--- config.mk ---
export PLATFORM = sky130hd
export DESIGN_NAME = scsi_byte_fifo
export DESIGN_NICKNAME = d
export VERILOG_FILES = /design/src/rtl/sfifo_pkg.sv /design/src/rtl/sfifo_xfer.sv /design/src/rtl/sfifo_cmdbuf.sv /design/src/rtl/sfifo_event.sv /design/src/rtl/scsi_byte_fifo.sv
export SDC_FILE = /design/constraint.sdc
export NUM_CORES = 1
export LEC_CHECK = 0
export ABC_AREA = 1
export ABC_CLOCK_PERIOD_IN_PS = 3020
export CAP_MARGIN = 15
export CORE_MARGIN = 2
export CORE_UTILIZATION = 54
export DETAILED_ROUTE_END_ITERATION = 10
export PLACE_DENSITY = 0.8
export SLEW_MARGIN = 20
export SYNTH_ARGS = -nofsm -noshare
export SYNTH_HDL_FRONTEND = slang
export SYNTH_HIERARCHICAL = 1
export SYNTH_SLANG_ARGS = --single-unit
--- constraint.sdc ---
create_clock -name clk -period 3.02 [get_ports clk]
set_clock_uncertainty 0.2 [all_clocks]
set_input_delay 0.302 -clock clk [delete_from_list [all_inputs] [get_ports clk]]
set_output_delay 0.302 -clock clk [all_outputs]
set_load 0.005 [all_outputs]
--- src/rtl/sfifo_pkg.sv ---
package sfifo_pkg;
  typedef enum logic [1:0] {
    OP_FLUSH   = 2'd0,
    OP_STATUS  = 2'd1,
    OP_SOFTRST = 2'd2,
    OP_NONE    = 2'd3
  } fifo_op_e;

  localparam logic [7:0] INTR_FUNC_DONE = 8'h08;
endpackage

--- src/rtl/sfifo_xfer.sv ---
module sfifo_xfer #(
  parameter int DEPTH = 16,
  parameter int CNT_W = 17,
  parameter int PW    = $clog2(DEPTH)
) (
  input  logic             clk,
  input  logic             rst_n,
  input  logic             clr,
  input  logic             load_resp,
  input  logic [7:0]       resp_byte,
  input  logic             flush,
  input  logic             wr_en,
  input  logic [7:0]       wr_data,
  input  logic             rd_en,
  input  logic             rd_block,
  output logic [7:0]       rd_data,
  output logic [CNT_W-1:0] phase_cnt,
  output logic [PW:0]      occupancy,
  output logic             ovr
);
  localparam logic [PW-1:0] LAST_SLOT = PW'(DEPTH - 1);

  logic [7:0]       mem_q [DEPTH];
  logic [DEPTH-1:0] mem_we;
  logic [7:0]       mem_wd [DEPTH];
  logic [PW-1:0]    wptr_q, wptr_d, rptr_q, rptr_d;
  logic [CNT_W-1:0] cnt_q, cnt_d;
  logic [7:0]       rdat_q, rdat_d;
  logic             ovr_q, ovr_d;
  logic             wr_ok;

  assign wr_ok = wr_en && !clr && !load_resp && !flush && (wptr_q != LAST_SLOT);

  // per-entry write enables: response load writes slots 0/1, push writes wptr
  for (genvar i = 0; i < DEPTH; i++) begin : g_slot
    if (i < 2) begin : g_resp
      assign mem_we[i] = (!clr && load_resp) || (wr_ok && wptr_q == PW'(i));
      assign mem_wd[i] = (!clr && load_resp) ? ((i == 0) ? resp_byte : 8'h00) : wr_data;
    end else begin : g_data
      assign mem_we[i] = wr_ok && wptr_q == PW'(i);
      assign mem_wd[i] = wr_data;
    end
  end

  always_ff @(posedge clk) begin
    for (int i = 0; i < DEPTH; i++) begin
      if (mem_we[i]) mem_q[i] <= mem_wd[i];
    end
  end

  always_comb begin
    wptr_d = wptr_q;
    rptr_d = rptr_q;
    cnt_d  = cnt_q;
    rdat_d = rdat_q;
    ovr_d  = 1'b0;
    if (clr) begin
      wptr_d = '0;
      rptr_d = '0;
      cnt_d  = '0;
      rdat_d = '0;
    end else if (load_resp) begin
      rptr_d = '0;
      wptr_d = PW'(2);
      cnt_d  = CNT_W'(2);
    end else if (flush) begin
      rptr_d = '0;
      wptr_d = '0;
    end else if (wr_en) begin
      if (wptr_q == LAST_SLOT) begin
        ovr_d = 1'b1;
      end else begin
        wptr_d = wptr_q + PW'(1);
        cnt_d  = cnt_q + CNT_W'(1);
      end
    end else if (rd_en) begin
      if (rd_block) begin
        rdat_d = 8'h00;
      end else if (rptr_q < wptr_q) begin
        rdat_d = mem_q[rptr_q];
        rptr_d = rptr_q + PW'(1);
        cnt_d  = cnt_q - CNT_W'(1);
      end
      if (rptr_d == wptr_d) begin
        rptr_d = '0;
        wptr_d = '0;
      end
    end
  end

  always_ff @(posedge clk or negedge rst_n) begin
    if (!rst_n) begin
      wptr_q <= '0;
      rptr_q <= '0;
      cnt_q  <= '0;
      rdat_q <= '0;
      ovr_q  <= 1'b0;
    end else begin
      wptr_q <= wptr_d;
      rptr_q <= rptr_d;
      cnt_q  <= cnt_d;
      rdat_q <= rdat_d;
      ovr_q  <= ovr_d;
    end
  end

  assign rd_data   = rdat_q;
  assign phase_cnt = cnt_q;
  assign occupancy = {1'b0, wptr_q} - {1'b0, rptr_q};
  assign ovr       = ovr_q;

  assert_ptr_order_R6: assert property (@(posedge clk) disable iff (!rst_n)
    rptr_q <= wptr_q);
  assert_drain_zero_R8: assert property (@(posedge clk) disable iff (!rst_n)
    (rptr_q == wptr_q) |-> (wptr_q == '0));
  assert_full_drop_R4: assert property (@(posedge clk) disable iff (!rst_n)
    (wr_en && !clr && !load_resp && !flush && wptr_q == LAST_SLOT)
      |=> ($stable(wptr_q) && $stable(cnt_q) && ovr));
  assert_block_read_R5: assert property (@(posedge clk) disable iff (!rst_n)
    (rd_en && rd_block && !wr_en && !clr && !load_resp && !flush)
      |=> (rd_data == 8'h00 && $stable(rptr_q) && $stable(cnt_q)));
endmodule

--- src/rtl/sfifo_cmdbuf.sv ---
module sfifo_cmdbuf #(
  parameter int CMD_DEPTH = 16,
  parameter int CIW       = $clog2(CMD_DEPTH),
  parameter int CLW       = $clog2(CMD_DEPTH + 1)
) (
  input  logic           clk,
  input  logic           rst_n,
  input  logic           clr,
  input  logic           restart,
  input  logic           wr_en,
  input  logic [7:0]     wr_data,
  input  logic [CIW-1:0] rd_idx,
  output logic [7:0]     rd_data,
  output logic [CLW-1:0] len,
  output logic           ovr
);
  localparam logic [CLW-1:0] CAP = CLW'(CMD_DEPTH);

  logic [7:0]           mem_q [CMD_DEPTH];
  logic [CMD_DEPTH-1:0] mem_we;
  logic [CLW-1:0]       len_q, len_d;
  logic                 ovr_q, ovr_d;
  logic                 take;

  assign take = wr_en && !clr && !restart && (len_q != CAP);

  for (genvar i = 0; i < CMD_DEPTH; i++) begin : g_cslot
    assign mem_we[i] = take && (len_q == CLW'(i));
  end

  always_ff @(posedge clk) begin
    for (int i = 0; i < CMD_DEPTH; i++) begin
      if (mem_we[i]) mem_q[i] <= wr_data;
    end
  end

  always_comb begin
    len_d = len_q;
    ovr_d = 1'b0;
    if (clr || restart) begin
      len_d = '0;
    end else if (wr_en) begin
      if (len_q == CAP) ovr_d = 1'b1;
      else              len_d = len_q + CLW'(1);
    end
  end

  always_ff @(posedge clk or negedge rst_n) begin
    if (!rst_n) begin
      len_q <= '0;
      ovr_q <= 1'b0;
    end else begin
      len_q <= len_d;
      ovr_q <= ovr_d;
    end
  end

  assign rd_data = mem_q[rd_idx];
  assign len     = len_q;
  assign ovr     = ovr_q;

  assert_len_cap_R3: assert property (@(posedge clk) disable iff (!rst_n)
    len_q <= CAP);
  assert_cmd_drop_R3: assert property (@(posedge clk) disable iff (!rst_n)
    (wr_en && !clr && !restart && len_q == CAP) |=> ($stable(len_q) && ovr));
endmodule

--- src/rtl/sfifo_event.sv ---
module sfifo_event
  import sfifo_pkg::*;
(
  input  logic       clk,
  input  logic       rst_n,
  input  logic       clr,
  input  logic       resp,
  input  logic       flush,
  input  logic       ack,
  output logic       irq,
  output logic [7:0] intr_code
);
  logic       irq_q, irq_d;
  logic [7:0] code_q, code_d;

  always_comb begin
    irq_d  = irq_q;
    code_d = code_q;
    if (clr) begin
      irq_d  = 1'b0;
      code_d = '0;
    end else if (resp) begin
      irq_d  = 1'b1;
      code_d = INTR_FUNC_DONE;
    end else if (flush) begin
      code_d = INTR_FUNC_DONE;
    end else if (ack) begin
      irq_d  = 1'b0;
      code_d = '0;
    end
  end

  always_ff @(posedge clk or negedge rst_n) begin
    if (!rst_n) begin
      irq_q  <= 1'b0;
      code_q <= '0;
    end else begin
      irq_q  <= irq_d;
      code_q <= code_d;
    end
  end

  assign irq       = irq_q;
  assign intr_code = code_q;

  assert_resp_irq_R9: assert property (@(posedge clk) disable iff (!rst_n)
    (resp && !clr) |=> (irq && intr_code == INTR_FUNC_DONE));
  assert_ack_clear_R12: assert property (@(posedge clk) disable iff (!rst_n)
    (ack && !resp && !flush && !clr) |=> (!irq && intr_code == 8'h00));
  assert_flush_keep_irq_R10: assert property (@(posedge clk) disable iff (!rst_n)
    (flush && !resp && !clr) |=> ($stable(irq) && intr_code == INTR_FUNC_DONE));
endmodule

--- src/rtl/scsi_byte_fifo.sv ---
module scsi_byte_fifo
  import sfifo_pkg::*;
#(
  parameter int DEPTH     = 16,
  parameter int CMD_DEPTH = 16,
  parameter int CNT_W     = 17,
  parameter int CIW       = $clog2(CMD_DEPTH),
  parameter int CLW       = $clog2(CMD_DEPTH + 1)
) (
  input  logic             clk,
  input  logic             rst_n,
  input  logic             wr_en,
  input  logic [7:0]       wr_data,
  input  logic             rd_en,
  input  logic [2:0]       phase_in,
  output logic [7:0]       rd_data,
  input  logic             collect_start,
  input  logic             collect_end,
  input  logic             cmd_valid,
  input  logic [1:0]       cmd_op,
  input  logic [7:0]       status_byte,
  input  logic             irq_ack,
  input  logic [CIW-1:0]   cmd_rd_idx,
  output logic [7:0]       cmd_rd_data,
  output logic [CLW-1:0]   cmd_len,
  output logic [CNT_W-1:0] phase_count,
  output logic [7:0]       flags,
  output logic             overrun,
  output logic             irq,
  output logic [7:0]       intr_code
);
  localparam int PW = $clog2(DEPTH);

  logic          do_soft, do_resp, do_flush;
  logic          wr_go, rd_go;
  logic          collect_q, collect_d;
  logic [PW:0]   occ;
  logic          ovr_x, ovr_c;

  assign do_soft  = cmd_valid && (fifo_op_e'(cmd_op) == OP_SOFTRST);
  assign do_resp  = cmd_valid && (fifo_op_e'(cmd_op) == OP_STATUS);
  assign do_flush = cmd_valid && (fifo_op_e'(cmd_op) == OP_FLUSH);
  assign wr_go    = wr_en && !cmd_valid;
  assign rd_go    = rd_en && !cmd_valid && !wr_en;

  always_comb begin
    collect_d = collect_q;
    if (do_soft)            collect_d = 1'b0;
    else if (collect_start) collect_d = 1'b1;
    else if (collect_end)   collect_d = 1'b0;
  end

  always_ff @(posedge clk or negedge rst_n) begin
    if (!rst_n) collect_q <= 1'b0;
    else        collect_q <= collect_d;
  end

  sfifo_xfer #(.DEPTH(DEPTH), .CNT_W(CNT_W)) u_xfer (
    .clk       (clk),
    .rst_n     (rst_n),
    .clr       (do_soft),
    .load_resp (do_resp),
    .resp_byte (status_byte),
    .flush     (do_flush),
    .wr_en     (wr_go && !collect_q),
    .wr_data   (wr_data),
    .rd_en     (rd_go),
    .rd_block  (phase_in == 3'b000),
    .rd_data   (rd_data),
    .phase_cnt (phase_count),
    .occupancy (occ),
    .ovr       (ovr_x)
  );

  sfifo_cmdbuf #(.CMD_DEPTH(CMD_DEPTH)) u_cmd (
    .clk     (clk),
    .rst_n   (rst_n),
    .clr     (do_soft),
    .restart (collect_start),
    .wr_en   (wr_go && collect_q),
    .wr_data (wr_data),
    .rd_idx  (cmd_rd_idx),
    .rd_data (cmd_rd_data),
    .len     (cmd_len),
    .ovr     (ovr_c)
  );

  sfifo_event u_evt (
    .clk       (clk),
    .rst_n     (rst_n),
    .clr       (do_soft),
    .resp      (do_resp),
    .flush     (do_flush),
    .ack       (irq_ack),
    .irq       (irq),
    .intr_code (intr_code)
  );

  assign flags   = 8'(occ);
  assign overrun = ovr_x | ovr_c;

  assert_collect_isolated_R2: assert property (@(posedge clk) disable iff (!rst_n)
    (wr_go && collect_q) |=> ($stable(phase_count) && $stable(flags)));
  assert_flags_high_zero_R13: assert property (@(posedge clk) disable iff (!rst_n)
    flags[7:5] == 3'b000);
  assert_soft_clear_R11: assert property (@(posedge clk) disable iff (!rst_n)
    do_soft |=> (phase_count == '0 && flags == 8'h00 && !irq && cmd_len == '0));
  assert_ovr_single_R3: assert property (@(posedge clk) disable iff (!rst_n)
    !(ovr_x && ovr_c));
endmodule

# ---- Yosys cells after proc, flatten, opt, wreduce, memory -nomap -nowiden
# Memory sizes are Yosys's and may differ from the RTL's.
# Cells that the tools add are included.
dict set report totals {
  ff_bits 50
  mem_bits_rw 256
  in_bits 33
  output_inout_bits 56
  word_cells 383
  n_memories 2
}
dict set report classes {
  addsub 6
  magnitude_cmp 1
  eq_ne 45
  mux 210
  bitwise 1
  reduce_logical 108
}
# memory words word_bits rd rd_clocked_by_memory_dff wr line
set mem_list {}
lappend mem_list {u_cmd.mem_q 16 8 1 0 1 sfifo_cmdbuf.sv:19} ;# logic [7:0] mem_q [CMD_DEPTH];
lappend mem_list {u_xfer.mem_q 16 8 1 0 2 sfifo_xfer.sv:23} ;# logic [7:0] mem_q [DEPTH];
# operator n
set ops {}
lappend ops {{two-way mux 8 bit} 42}
lappend ops {{OR reduction 8 bit} 29}
lappend ops {{two-way mux 4 bit} 49}
lappend ops {{two-way mux 17 bit} 8}
lappend ops {{two-way mux 1 bit} 108}
lappend ops {{logical AND 1 bit} 48}
lappend ops {{== test 5 x 4 -> 1 bit, second input constant} 8}
lappend ops {{== test 4 bit, second input constant} 8}
lappend ops {{== test 5 x 3 -> 1 bit, second input constant} 4}
lappend ops {{adder 17 x 1 -> 17 bit, second input constant} 1}
lappend ops {{subtractor 17 x 1 -> 17 bit, second input constant} 1}
lappend ops {{== test 4 x 3 -> 1 bit, second input constant} 4}
lappend ops {{nonzero test 4 bit} 4}
lappend ops {{two-way mux 5 bit} 3}
lappend ops {{== test 5 x 2 -> 1 bit, second input constant} 2}
lappend ops {{AND reduction 5 bit} 2}
lappend ops {{nonzero test 5 bit} 2}
lappend ops {{nonzero test 3 bit} 3}
lappend ops {{adder 4 x 1 -> 4 bit, second input constant} 2}
lappend ops {{== test 4 x 2 -> 1 bit, second input constant} 2}
lappend ops {{inequality test 2 x 1 -> 1 bit, second input constant} 4}
lappend ops {{inequality test 4 x 1 -> 1 bit, second input constant} 2}
lappend ops {{logical NOT 1 bit} 7}
lappend ops {{AND reduction 2 bit} 3}
lappend ops {{22 further kinds} 25}

# ---- Logic depth before layout (Yosys ltp)
# Gate-level depths: netlist of run 1.
dict set report depth {
  depth_word 25
  ltp_mapped 19
  ltp_nobuf 17
}

# ---- By module
# The synthesis of run 1 kept the hierarchy.
# module n_inst cells_each area_each_um2 seq_area_each_um2
set modules_own_cells {}
lappend modules_own_cells {sfifo_xfer 1 743 7701.1 4694.5}
lappend modules_own_cells {sfifo_cmdbuf 1 587 5990.7 3993.8}
lappend modules_own_cells {sfifo_event 1 20 148.9 50.0}
lappend modules_own_cells {scsi_byte_fifo 1 25 138.9 25.0}

# ---- Least setup slack after synthesis of run 1
# OpenSTA, ideal clock, no wires.
dict set report synth_path {
  path_kind {input to register}
  startpoint {in cmd_valid}
  endpoint {mem u_xfer.mem_q[0][0], enable pin}
  setup_time_ns 0.384
  t_arrival_ns 2.450
  required_ns 2.436
  slack_ns -0.014
  stages 11
  n_path_buf 0
  path_cell_list {inv_2 nand2_1 nor2_1 inv_1 nor2_1 inv_1 nor2_1 inv_1 a31oi_1 nand2_1 o21ai_0}
}
# item line
set synth_lines {}
lappend synth_lines {{from (decl)} scsi_byte_fifo.sv:19} ;# input logic cmd_valid,
lappend synth_lines {{to (decl)} sfifo_xfer.sv:23}

# ---- Worst setup path in the final report of run 1
dict set report layout_path {
  startpoint {reg u_xfer.wptr_q[0]}
  endpoint {out flags[2]}
}
dict set report layout_between {
  elab_chain_cells 1
}
# item line
set layout_lines {}
lappend layout_lines {{from (decl)} sfifo_xfer.sv:26} ;# logic [PW-1:0] wptr_q, wptr_d, rptr_q, rptr_d;
lappend layout_lines {{from (signal assigned)} sfifo_xfer.sv:99} ;# wptr_q <= wptr_d;
lappend layout_lines {{subtractor 4 x 4 -> 5 bit} sfifo_xfer.sv:109} ;# assign occupancy = {1'b0, wptr_q} - {1'b0, rptr_q};
lappend layout_lines {{to (decl)} scsi_byte_fifo.sv:27} ;# output logic [7:0] flags,
# Every way passes these cells.

==> results of run 1 <==
[logic make-up (layout without fill, tap and decap cells)]
group / after synthesis / after routing / share of synthesized area
compound gates: 163 / 163 / 0.07482
fa+ha+maj: 31 / 31 / 0.02882
simple gates: 642 / 642 / 0.1931
other cells: 3 / 18 / 0.0008055
buf+inv: 231 / 378 / 0.07178
xor+xnor: 6 / 6 / 0.003760
flops: 299 / 299 / 0.6269
[repair_timing]
action | CTS | global route
endpoints found under the hold margin | 43 | 0
cloned | 0 | 0
buffers inserted | 0 | 1
resized for setup | 2 | 5
hold buffers | 1 | 0
endpoints found under the setup margin | 2 | 3
[per-layer routing]
metal  vias up  track usage  routed length [microns]
met4         0      0.07273                      870
met3        77      0.05625                     3803
met5         -            0                        0
met1      4919       0.3527                    13610
li1       4921            -                        -
met2       585       0.4066                    16060
[through the flow]
stage	instances	power (W)	setup slack, ns	instance area [sq um]	TNS, ns
2_1_floorplan	1390	0.006855	0.1345	14040	0
3_3_place_gp	1810	0.007955	0.05189	15420	0
3_5_place_dp	1810	0.008020	-0.04735	15420	-0.09045
4_1_cts	1866	0.01172	0.002984	16420	0
5_1_grt	1867	0.01228	0.02209	16450	0
6_report	1867	0.01174	0.1164	16450	0
[registers in the layout (all words and copies together), names as in the netlist]
| register | count |
|---|---|
| u_cmd/mem_q | 128 |
| u_xfer/mem_q | 128 |
| u_xfer/phase_cnt | 17 |
| u_xfer/rd_data | 8 |
| u_cmd/len | 5 |
| u_xfer/rptr_q | 4 |
| u_xfer/wptr_q | 4 |
| collect_q | 1 |
| u_cmd/ovr | 1 |
| u_evt/intr_code | 1 |
| u_evt/irq | 1 |
| u_xfer/ovr | 1 |
[synthesized netlist by cell type (4+ instances only)]
cell type	n	area, sq um
ha_1	29	362.9
nor3_1	11	55.05
nand2_2	4	25.02
clkinv_1	5	18.77
nand2_1	411	1543
inv_2	5	18.77
a21oi_1	62	310.3
o211ai_1	4	30.03
buf_4	12	90.09
a31oi_1	4	25.02
o221ai_1	48	420.4
nand3_1	128	640.6
nor2_1	64	240.2
clkbuf_1	18	67.56
o21ai_1	4	20.02
nand4_1	13	81.33
buf_2	17	85.08
o21ai_0	30	150.1
edfxtp_1	256	7687
dfrtp_1	43	1076
inv_1	161	604.3
buf_6	9	101.4
[path summary, 6_finish.rpt]
kind,endpoint,slack [ns],from,cells past startpoint
worst max-delay path,flags[2],0.12,u_xfer/wptr_q[0],6
worst min-delay path,u_xfer/rptr_q[3],0.12,rst_n,2
worst max register to register,u_xfer/phase_cnt[15],0.29,collect_q,11
worst min register to register,u_xfer/rd_data[3],0.29,u_xfer/rd_data[3],2
max in group asynchronous,u_xfer/wptr_q[2],2.04,rst_n,2
min in group clk,collect_q,0.19,collect_end,6
[area by class of cell]
| type | count | area [sq um] | area share |
|---|---|---|---|
| clock inverter | 19 | 196.4 | 0.01194 |
| inverter | 172 | 650.6 | 0.03955 |
| clock buffer | 36 | 793.3 | 0.04822 |
| sequential | 299 | 8767 | 0.5330 |
| multi-input combinational | 860 | 4282 | 0.2603 |
| timing repair buffer | 151 | 1348 | 0.08192 |
| tap | 330 | 412.9 | 0.02510 |
[power by group through the flow]
stage          sequential [W]  combinational [W]  clock [W]
2_1_floorplan         0.00491            0.00194          0
3_3_place_gp          0.00496            0.00299          0
3_5_place_dp          0.00496            0.00306          0
4_1_cts               0.00488            0.00308    0.00375
5_1_grt               0.00490            0.00348    0.00390
6_report              0.00488            0.00314    0.00371
[worst max-delay path: stages (launching register included)]
cell and delay, ns:
dfrtp_2 0.43, inv_4 0.09, ha_1 0.14, inv_1 0.07
fa_1 0.41, xor2_1 0.17, clkdlybuf4s50_1 0.54
==> summary.txt, run 1 <==
Setup path
  – Startpoint types: register
  – CP required: 2.52 ns
  – Arr. time, crit path: 2.40 ns
  – Critical Path End Type: output port
  – Kind of critical path: reg2out
  – Critical Path Fanout Max: 5

Min path
  – Hold Crit Class: in2async

Floorplan
  – Core ar.: 0.02533 sq mm
  – DIE AREA: 0.02719 sq mm
  – Die outline height: 164.9 microns
  – I/O pin count: 89
  – Site Rows: 58
  – Overall die width: ~160 microns
  – Initial Utilization: 0.5520

Power and ir drop
  – Worst IR Drop VDD: 0.5282 mV
  – P per Cell Area: 713.6 mW/mm^2
  – Leakage: 6.955 nW
  – Sw Ratio: 0.3128
  – Clock power frac: 0.316
  – Internal: about 0.008 W
  – P_sw: 0.003672 W
  – Flop pwr share: 0.416
  – Comb power frac: 0.268

Detailed routing
  – WL per Instance: 18.40 microns
  – Drt initial violations: 1101
  – Antenna violation net count after detailed routing: 0
  – Vias/cell: 5.625
  – DRT Wirelength: between 30 and 40 mm
  – Vias: ~11000
  – Pre-antenna DRT Iters: 6
  – DRC: 0

Clock tree
  – CTS tree: yes
  – Reg clk slew, reported paths: 0.07 ns
  – Clock root cell: clkbuf_16
  – Max Root-Sink Buffers: 3
  – Clock Latency Late Sink: roughly 0.57 ns
  – CTS Buf Count: 30
  – H-Tree Level Count: 1
  – Sink Count: 299

Yosys
  – EDFF count, synth: ~260
  – Register bit count reported by yosys: 299
  – Synth warn: 6
  – Asr flop ratio synth: 0.1438
  – Main synth FF type: edfxtp_1
  – Post-Syn Area: 0.01398 sq mm
  – Mapped Avg Cell Area: 10.17 sq um
  – Post-Synthesis Cells: between 1000 and 1500
  – Count of cell types in the netlist: 43
  – Seq/Total Area, Yosys: 0.6269

Global routing
  – GRT Util Overall: 0.2541
  – Largest net degree at the start of global routing: 65
  – Total grt overflow: 0
  – Vias in the first global route: 9947
  – Initial antenna violation count: 0
  – First-pass GRT wire length: 52.99 mm

Timing
  – Post-route clock period utilization: 0.9615
  – Period minus WS final: about 2.9 ns
  – Unrepaired setup endpoints after global routing: false
  – Slew Limit Fails: 0
  – Relative slew margins: 0.5672
  – Final Hold Fails: 0
  – Setup violators final: 0
  – Worst-Margin Slew: roughly 0.65 ns
  – Maximum clock frequency: 344.4 MHz
  – Hold_ws: 0.1169 ns

Outcome
  – Status: finished, final reports clean

Layout
  – Final core occ: 0.6495
  – Layout Nets: ~1600
  – Commonest non-fill, non-tap cell in the layout: nand2_1
  – Commonest non-fill, non-tap cells in the layout: 411 x nand2_1, 256 x edfxtp_1, 160 x inv_1, 128 x nand3_1, 75 x clkdlybuf4s50_1
  – Synthesis-to-finish area growth: 17.67%
  – Layout filler cell count: 1855
  – Share of layout cells above drive strength 1: 0.09694
  – Antenna diodes: 0

Placed design
  – HPWL Detailed: 22.25 mm
  – Port Buf Inserts: 78
  – GP Congestion: a little over 0.9

Run
  – Maxcap violations: 0
(Power assumes the default switching activity.)
==> inputs of run 2 (changes only) <==
--- a/config.mk
+++ b/config.mk
@@ -9,11 +9,12 @@
 export ABC_CLOCK_PERIOD_IN_PS = 3020
 export CAP_MARGIN = 15
 export CORE_MARGIN = 2
-export CORE_UTILIZATION = 54
+export CORE_UTILIZATION = 30
 export DETAILED_ROUTE_END_ITERATION = 10
-export PLACE_DENSITY = 0.8
+export PLACE_DENSITY_LB_ADDON = 0.12
 export SLEW_MARGIN = 20
 export SYNTH_ARGS = -nofsm -noshare
 export SYNTH_HDL_FRONTEND = slang
 export SYNTH_HIERARCHICAL = 1
 export SYNTH_SLANG_ARGS = --single-unit
+export TNS_END_PERCENT = 100
==> run 2 against run 1 <==
  * Non-clock buffer count up 26
  * Utilization decreased by 28 points
  * Clock power is 13% higher
  * Via count decreased by 4.0%
  * Sequential power hardly changed
  * Worst setup slack gained 0.073 ns
  * Cell area is 4.4% higher
  * Register-to-register slack better by 0.05 ns
  * Cell count increased by 17%
  * Wire length rose by 14%
  * Critical path depth fell by 1
  * First-iteration DRC count decreased by 41%
  * Largest cell class unchanged
==> summary.txt, run 2 (synthesis results as in run 1) <==
Layout
  – Share of layout cells above drive strength 1: 0.1129 (+0.01600)
  – Layout filler cell count: 4719 (+150%)
  – Commonest non-fill, non-tap cell in the layout: nand2_1
  – Layout Nets: 1611 (+2.1%)
  – Commonest non-fill, non-tap cells in the layout: 411 x nand2_1, 256 x edfxtp_1, 161 x inv_1, 128 x nand3_1, 94 x buf_4
  – Storage cell area: 0.008763 sq mm (about the same)
  – Area of the multi-input gates: 0.004284 sq mm (about the same)
  – Antenna diodes: 0 (unchanged)
  – Synthesis-to-finish area growth: 22.79%
  – Post-route insts no fill: 2183 (+17%)

Detailed routing
  – Antenna violation net count after detailed routing: 0 (unchanged)
  – Drt initial violations: 648 (-41%)
  – DRT Wirelength: 39.20 mm (+14%)
  – DRC: 0 (unchanged)
  – Vias/cell: 4.617 (-18%)
  – Pre-antenna DRT Iters: 5 (-1)
  – Vias: 10080 (-4.0%)
  – WL per Instance: 17.96 microns (-2.4%)

Floorplan
  – Site Rows: 79 (+36%)
  – Overall die width: 219.9 microns (+33%)
  – Die outline height: 219.9 microns (+33%)
  – Core ar.: 0.04626 sq mm (+83%)
  – I/O pin count: 89 (unchanged)
  – DIE AREA: 0.04834 sq mm (+78%)
  – Initial Utilization: 0.3022 (-0.2498)

Setup path
  – Critical path cell sequence: inv_1 -> ha_1 -> inv_1 -> fa_2 -> clkdlybuf4s50_1
  – CP required: 2.52 ns (about the same)
  – Slowest CP cell: fa_2
  – Arr. time, crit path: 2.33 ns (-0.07 ns)
  – RR Startpoint: u_xfer/rptr_q[3]
  – Startpoint types: register
  – Crit path top cell by count: inv_1
  – CP Launch Point: u_xfer/wptr_q[0]
  – Critical Path End Type: output port
  – Critical Path Fanout Max: 3 (-2)
  – CP delay by family, top: buffers and inverters
  – Kind of critical path: reg2out
  – CP peak stage delay: 0.53 ns (about the same)
  – CP bufs+invs: 3 (unchanged)

Timing
  – Relative slew margins: 0.4417 (-0.1255)
  – Period minus WS final: 2.831 ns (-0.07271 ns)
  – Worst-Margin Slew: 0.8344 ns (+0.1851 ns)
  – Final Hold Fails: 0 (unchanged)
  – Maximum clock frequency: 353.2 MHz (+2.6%)
  – Unrepaired setup endpoints after global routing: false
  – Post-route clock period utilization: 0.9374 (-0.02408)
  – Slew Limit Fails: 0 (unchanged)
  – Setup violators final: 0 (unchanged)
  – Final WS setup: 0.1891 ns (+0.07271 ns)

Global routing
  – Vias in the first global route: 10060 (+1.2%)
  – Total grt overflow: 0 (unchanged)
  – GRT Util Overall: 0.1667 (-0.08745)
  – First-pass GRT wire length: 60.39 mm (+14%)
  – Largest net degree at the start of global routing: 43 (-34%)
  – Initial antenna violation count: 0 (unchanged)

Clock tree
  – Reg clk slew, reported paths: 0.06 ns (about the same)
  – Sink Count: 299 (unchanged)
  – Max Root-Sink Buffers: 3 (unchanged)
  – Clock Latency Late Sink: 0.55 ns (-0.02 ns)
  – CTS tree: yes
  – Clock root cell: clkbuf_16
  – Setup bufs post-CTS: 0 (unchanged)
  – CTS Buf Count: 37 (+23%)
  – H-Tree Level Count: 2 (+1)

Placed design
  – Post-place setup slack: -0.08495 ns (-0.03760 ns)
  – GP Congestion: 0.8083 (-11%)
  – HPWL Detailed: 26.42 mm (+19%)
  – Post-Place Cells: 2114 (+17%)
  – Port Buf Inserts: 78 (unchanged)

Power and ir drop
  – Worst IR Drop VDD: 0.4543 mV (-14%)
  – Leakage: 7.164 nW (+3.0%)
  – P per Cell Area: 721.9 mW/mm^2 (+1.2%)

Outcome
  – Status: finished, final reports clean

Min path
  – Hold Crit Class: in2async

Run
  – Maxcap violations: 0 (unchanged)
run 2: cell count changes in the layout (fill, tap and decap cells not counted), sizes merged:
cell and change:
buf +26, clkbuf +14, clkinv +3, bufinv -2
inv -2
run 2: worst paths after layout:
kind | end | slack, ns | depth (start not counted)
hold reg to reg | u_xfer/rd_data[0] | 0.30 | 2
max in group asynchronous | u_cmd/len[0] | 1.88 | 3
setup / recovery | flags[1] | 0.19 | 5
setup reg to reg | u_xfer/wptr_q[2] | 0.34 | 15
hold / removal | u_xfer/rd_data[3] | 0.10 | 2
min in group clk | u_evt/irq | 0.17 | 4
run 2: routing by layer:
metal,global-route usage,vias up,routed length (microns)
met1,0.2314,4815,18580
met2,0.2701,198,18210
li1,-,5017,-
met3,0.02995,50,1722
met4,0.03982,0,694
met5,0,-,0
run 2: area by class of cell:
class / instances / area share
clock buffers: 50 / 0.05853
clock inverters: 18 / 0.008164
inverters: 172 / 0.03776
multi-input cells: 860 / 0.2496
flip-flops and latches: 299 / 0.5105
well taps: 607 / 0.04425
repair buffers: 177 / 0.09119
run 2: power by group:
part	total, W	leakage (nW)	internal (W)	switching [W]
clock network	0.00420	0.557	0.00243	0.00176
registers	0.00486	2.88	0.00469	0.000170
logic	0.00334	3.73	0.00137	0.00197
run 2: per-stage QoR:
stage | setup TNS [ns] | util | hold slack, ns | cell area [sq um] | power, W
6_report | 0 | 0.3711 | 0.1012 | 17170 | 0.01239
5_1_grt | 0 | 0.3711 | 0.1348 | 17170 | 0.01318
4_1_cts | 0 | 0.3707 | 0.1123 | 17150 | 0.01260
3_5_place_dp | -0.3070 | 0.3458 | 0.1636 | 16000 | 0.008306
3_3_place_gp | -0.05024 | 0.3458 | 0.1599 | 16000 | 0.008327
2_1_floorplan | 0 | - | -0.1936 | 14040 | 0.006855
run 2: repair_timing:
action | in CTS | in global routing
endpoints found under the hold margin | 22 | 0
resized for setup | 1 | 2
endpoints found under the setup margin | 1 | 2
hold buffers | 1 | 0
==> inputs of run 3 (changes only) <==
--- a/config.mk
+++ b/config.mk
@@ -9,7 +9,7 @@
 export ABC_CLOCK_PERIOD_IN_PS = 3020
 export CAP_MARGIN = 15
 export CORE_MARGIN = 2
-export CORE_UTILIZATION = 30
+export CORE_UTILIZATION = 54
 export DETAILED_ROUTE_END_ITERATION = 10
 export PLACE_DENSITY_LB_ADDON = 0.12
 export SLEW_MARGIN = 20
==> run 3 against run 2 <==
  * Total power down 5.9%
  * Highest routed layer unchanged
  * Cell count fell by 14%
  * Via count rose by 2.0%
  * Combinational power is 6.0% lower
  * Non-clock buffer count decreased by 20
  * Utilization rose by 28 points
  * Die area down 44%
==> summary.txt, run 3 (synthesis results as in run 1) <==
Outcome
  – Status: finished, final reports clean

Global routing
  – Layer with the highest usage: met2
  – Initial antenna violation count: 0 (unchanged)
  – Total grt overflow: 0 (unchanged)
  – Largest net degree at the start of global routing: 44 (+2.3%)
  – Met2 Track Usage GR: 0.3935 (+0.1234)
  – Met3 Use GR: 0.05424 (+0.02429)
  – Vias in the first global route: 9762 (-3.0%)
  – Met1 usage: 0.3750 (+0.1436)
  – GRT Util Overall: 0.2541 (+0.08739)
  – First-pass GRT wire length: 52.98 mm (-12%)

Power and ir drop
  – Comb power frac: 0.270 (about the same)
  – Internal: 0.008088 W (-4.8%)
  – Clock power frac: 0.314 (-0.025)
  – P_sw: 0.003568 W (-8.5%)
  – Sw Ratio: 0.3061 (-0.008519)
  – Flop pwr share: 0.417 (+0.025)
  – Worst IR Drop VDD: 0.6518 mV (+43%)
  – P per Cell Area: 707.0 mW/mm^2 (-2.1%)
  – Leakage: 6.987 nW (-2.5%)

Clock tree
  – Reg clk slew, reported paths: 0.06 ns (about the same)
  – CTS Buf Count: 31 (-16%)
  – H-Tree Level Count: 1 (-1)
  – Clock Latency Late Sink: 0.56 ns (about the same)
  – Max Root-Sink Buffers: 3 (unchanged)
  – Clock root cell: clkbuf_16
  – Sink Count: 299 (unchanged)
  – CTS tree: yes

Setup path
  – Kind of critical path: reg2out
  – Critical Path Fanout Max: 6 (+3)
  – Startpoint types: register
  – Arr. time, crit path: 2.42 ns (+0.09 ns)
  – Critical path cell sequence: clkinv_1 -> ha_1 -> a31oi_1 -> xnor2_1 -> clkdlybuf4s50_1
  – CP required: 2.52 ns (about the same)
  – CP peak stage delay: 0.54 ns (about the same)
  – Critical Path End Type: output port
  – Slowest CP cell: clkdlybuf4s50_1

Layout
  – Share of layout cells above drive strength 1: 0.1035 (-0.009451)
  – Synthesis-to-finish area growth: 17.94%
  – Post-route insts no fill: 1876 (-14%)
  – Final Cell Area: 0.01649 sq mm (-4.0%)
  – Antenna diodes: 0 (unchanged)
  – Commonest non-fill, non-tap cells in the layout: 411 x nand2_1, 256 x edfxtp_1, 160 x inv_1, 128 x nand3_1, 77 x buf_4
  – Commonest non-fill, non-tap cell in the layout: nand2_1
  – Layout Nets: 1585 (-1.6%)

Placed design
  – Placed Area: 0.01547 sq mm (-3.3%)
  – Port Buf Inserts: 78 (unchanged)
  – HPWL Detailed: 21.90 mm (-17%)
  – Post-Place Cells: 1816 (-14%)
  – GP Congestion: 0.9118 (+13%)

Floorplan
  – Overall die width: 164.9 microns (-25%)
  – DIE AREA: 0.02719 sq mm (-44%)
  – Die outline height: 164.9 microns (-25%)
  – I/O pin count: 89 (unchanged)
  – Initial Utilization: 0.5520 (+0.2498)
  – Core ar.: 0.02533 sq mm (-45%)
  – Site Rows: 58 (-27%)

Timing
  – Final Hold Fails: 0 (unchanged)
  – Slew Limit Fails: 0 (unchanged)
  – Final setup TNS: 0 ns (unchanged)
  – Relative slew margins: 0.4014 (-0.04028)
  – Worst-Margin Slew: 0.8951 ns (+0.06070 ns)
  – Maximum clock frequency: 342.7 MHz (-3.0%)
  – Post-route clock period utilization: 0.9662 (+0.02879)
  – Period minus WS final: 2.918 ns (+0.08694 ns)
  – Setup violators final: 0 (unchanged)
  – Hold_ws: 0.08214 ns (-0.01902 ns)

Detailed routing
  – DRT Wirelength: 33.58 mm (-14%)
  – Vias: 10290 (+2.0%)
  – Pre-antenna DRT Iters: 5 (unchanged)
  – Antenna violation net count after detailed routing: 0 (unchanged)
  – Vias/cell: 5.483 (+19%)
  – DRC: 0 (unchanged)
  – WL per Instance: 17.90 microns (-0.34%)
  – Drt initial violations: 1077 (+66%)

Run
  – Maxcap violations: 0 (unchanged)

Min path
  – Hold Crit Class: in2async
[run 3: cell count changes in the layout (fill, tap and decap cells not counted), moves of 2 or more]
cell	change
clkinv_8	-2
ha_2	+2
dfrtp_2	+2
dfrtp_1	-2
clkinv_1	-5
buf_4	-17
clkbuf_8	+3
clkbuf_16	-6
buf_12	-2
clkbuf_1	-2
[run 3: timing repair]
| action | 4_1_cts | 5_1_grt |
|---|---|---|
| hold buffers | 1 | 0 |
| setup buffers | 0 | 1 |
| endpoints found under the hold margin | 43 | 0 |
| endpoints found under the setup margin | 3 | 5 |
| resized for setup | 4 | 4 |
[run 3: critical path, delay by kind of cell, from the launching register on]
family / cells / cell delay, ns
compound gates: 1 / 0.18
buf+inv: 2 / 0.71
fa+ha+maj: 1 / 0.34
flops: 1 / 0.46
xor+xnor: 1 / 0.16
[run 3: area by class of cell]
type,count,area [sq um]
repair buffers,157,1388
well taps,330,412.9
flip-flops and latches,299,8766
inverters,172,650.6
clock inverters,13,105.1
fillers,2013,8840
multi-input cells,860,4277
clock buffers,45,888.4
[run 3: path summary, 6_finish.rpt]
check                                  start                   to  slack [ns]  cells past startpoint
setup / recovery            u_xfer/rptr_q[1]             flags[3]        0.10                      5
hold / removal                         rst_n  u_xfer/phase_cnt[9]        0.08                      2
setup reg to reg            u_xfer/wptr_q[3]     u_xfer/wptr_q[1]        0.28                     14
hold reg to reg            u_xfer/rd_data[1]    u_xfer/rd_data[1]        0.29                      2
max in group asynchronous              rst_n     u_xfer/wptr_q[0]        2.07                      2
min in group clk                  wr_data[2]  u_xfer/mem_q[11][2]        0.08                      1
[run 3: power by group through the flow]
stage	combinational, W	sequential, W	clock (W)
final	0.00314	0.00486	0.00366
after global routing	0.00351	0.00488	0.00387
after CTS	0.00310	0.00486	0.00371
after detailed placement	0.00308	0.00493	0
after global placement	0.00305	0.00494	0
after floorplan	0.00194	0.00491	0
[run 3: stage by stage]
| stage | setup slack [ns] | power (W) | util |
|---|---|---|---|
| detailed placement | -0.03651 | 0.008011 | 0.6107 |
| CTS | 0.06495 | 0.01167 | 0.6504 |
| finish | 0.1022 | 0.01166 | 0.6510 |
| global placement | 0.008867 | 0.007985 | 0.6107 |
| floorplan | 0.1345 | 0.006855 | - |
| global route | -0.01548 | 0.01226 | 0.6510 |
[run 3: metal layers]
metal | up-vias | part of all wire
met5 | - | 0
met3 | 36 | 0.095
met2 | 431 | 0.45
met4 | 0 | 0.012
li1 | 4954 | -
met1 | 4865 | 0.44
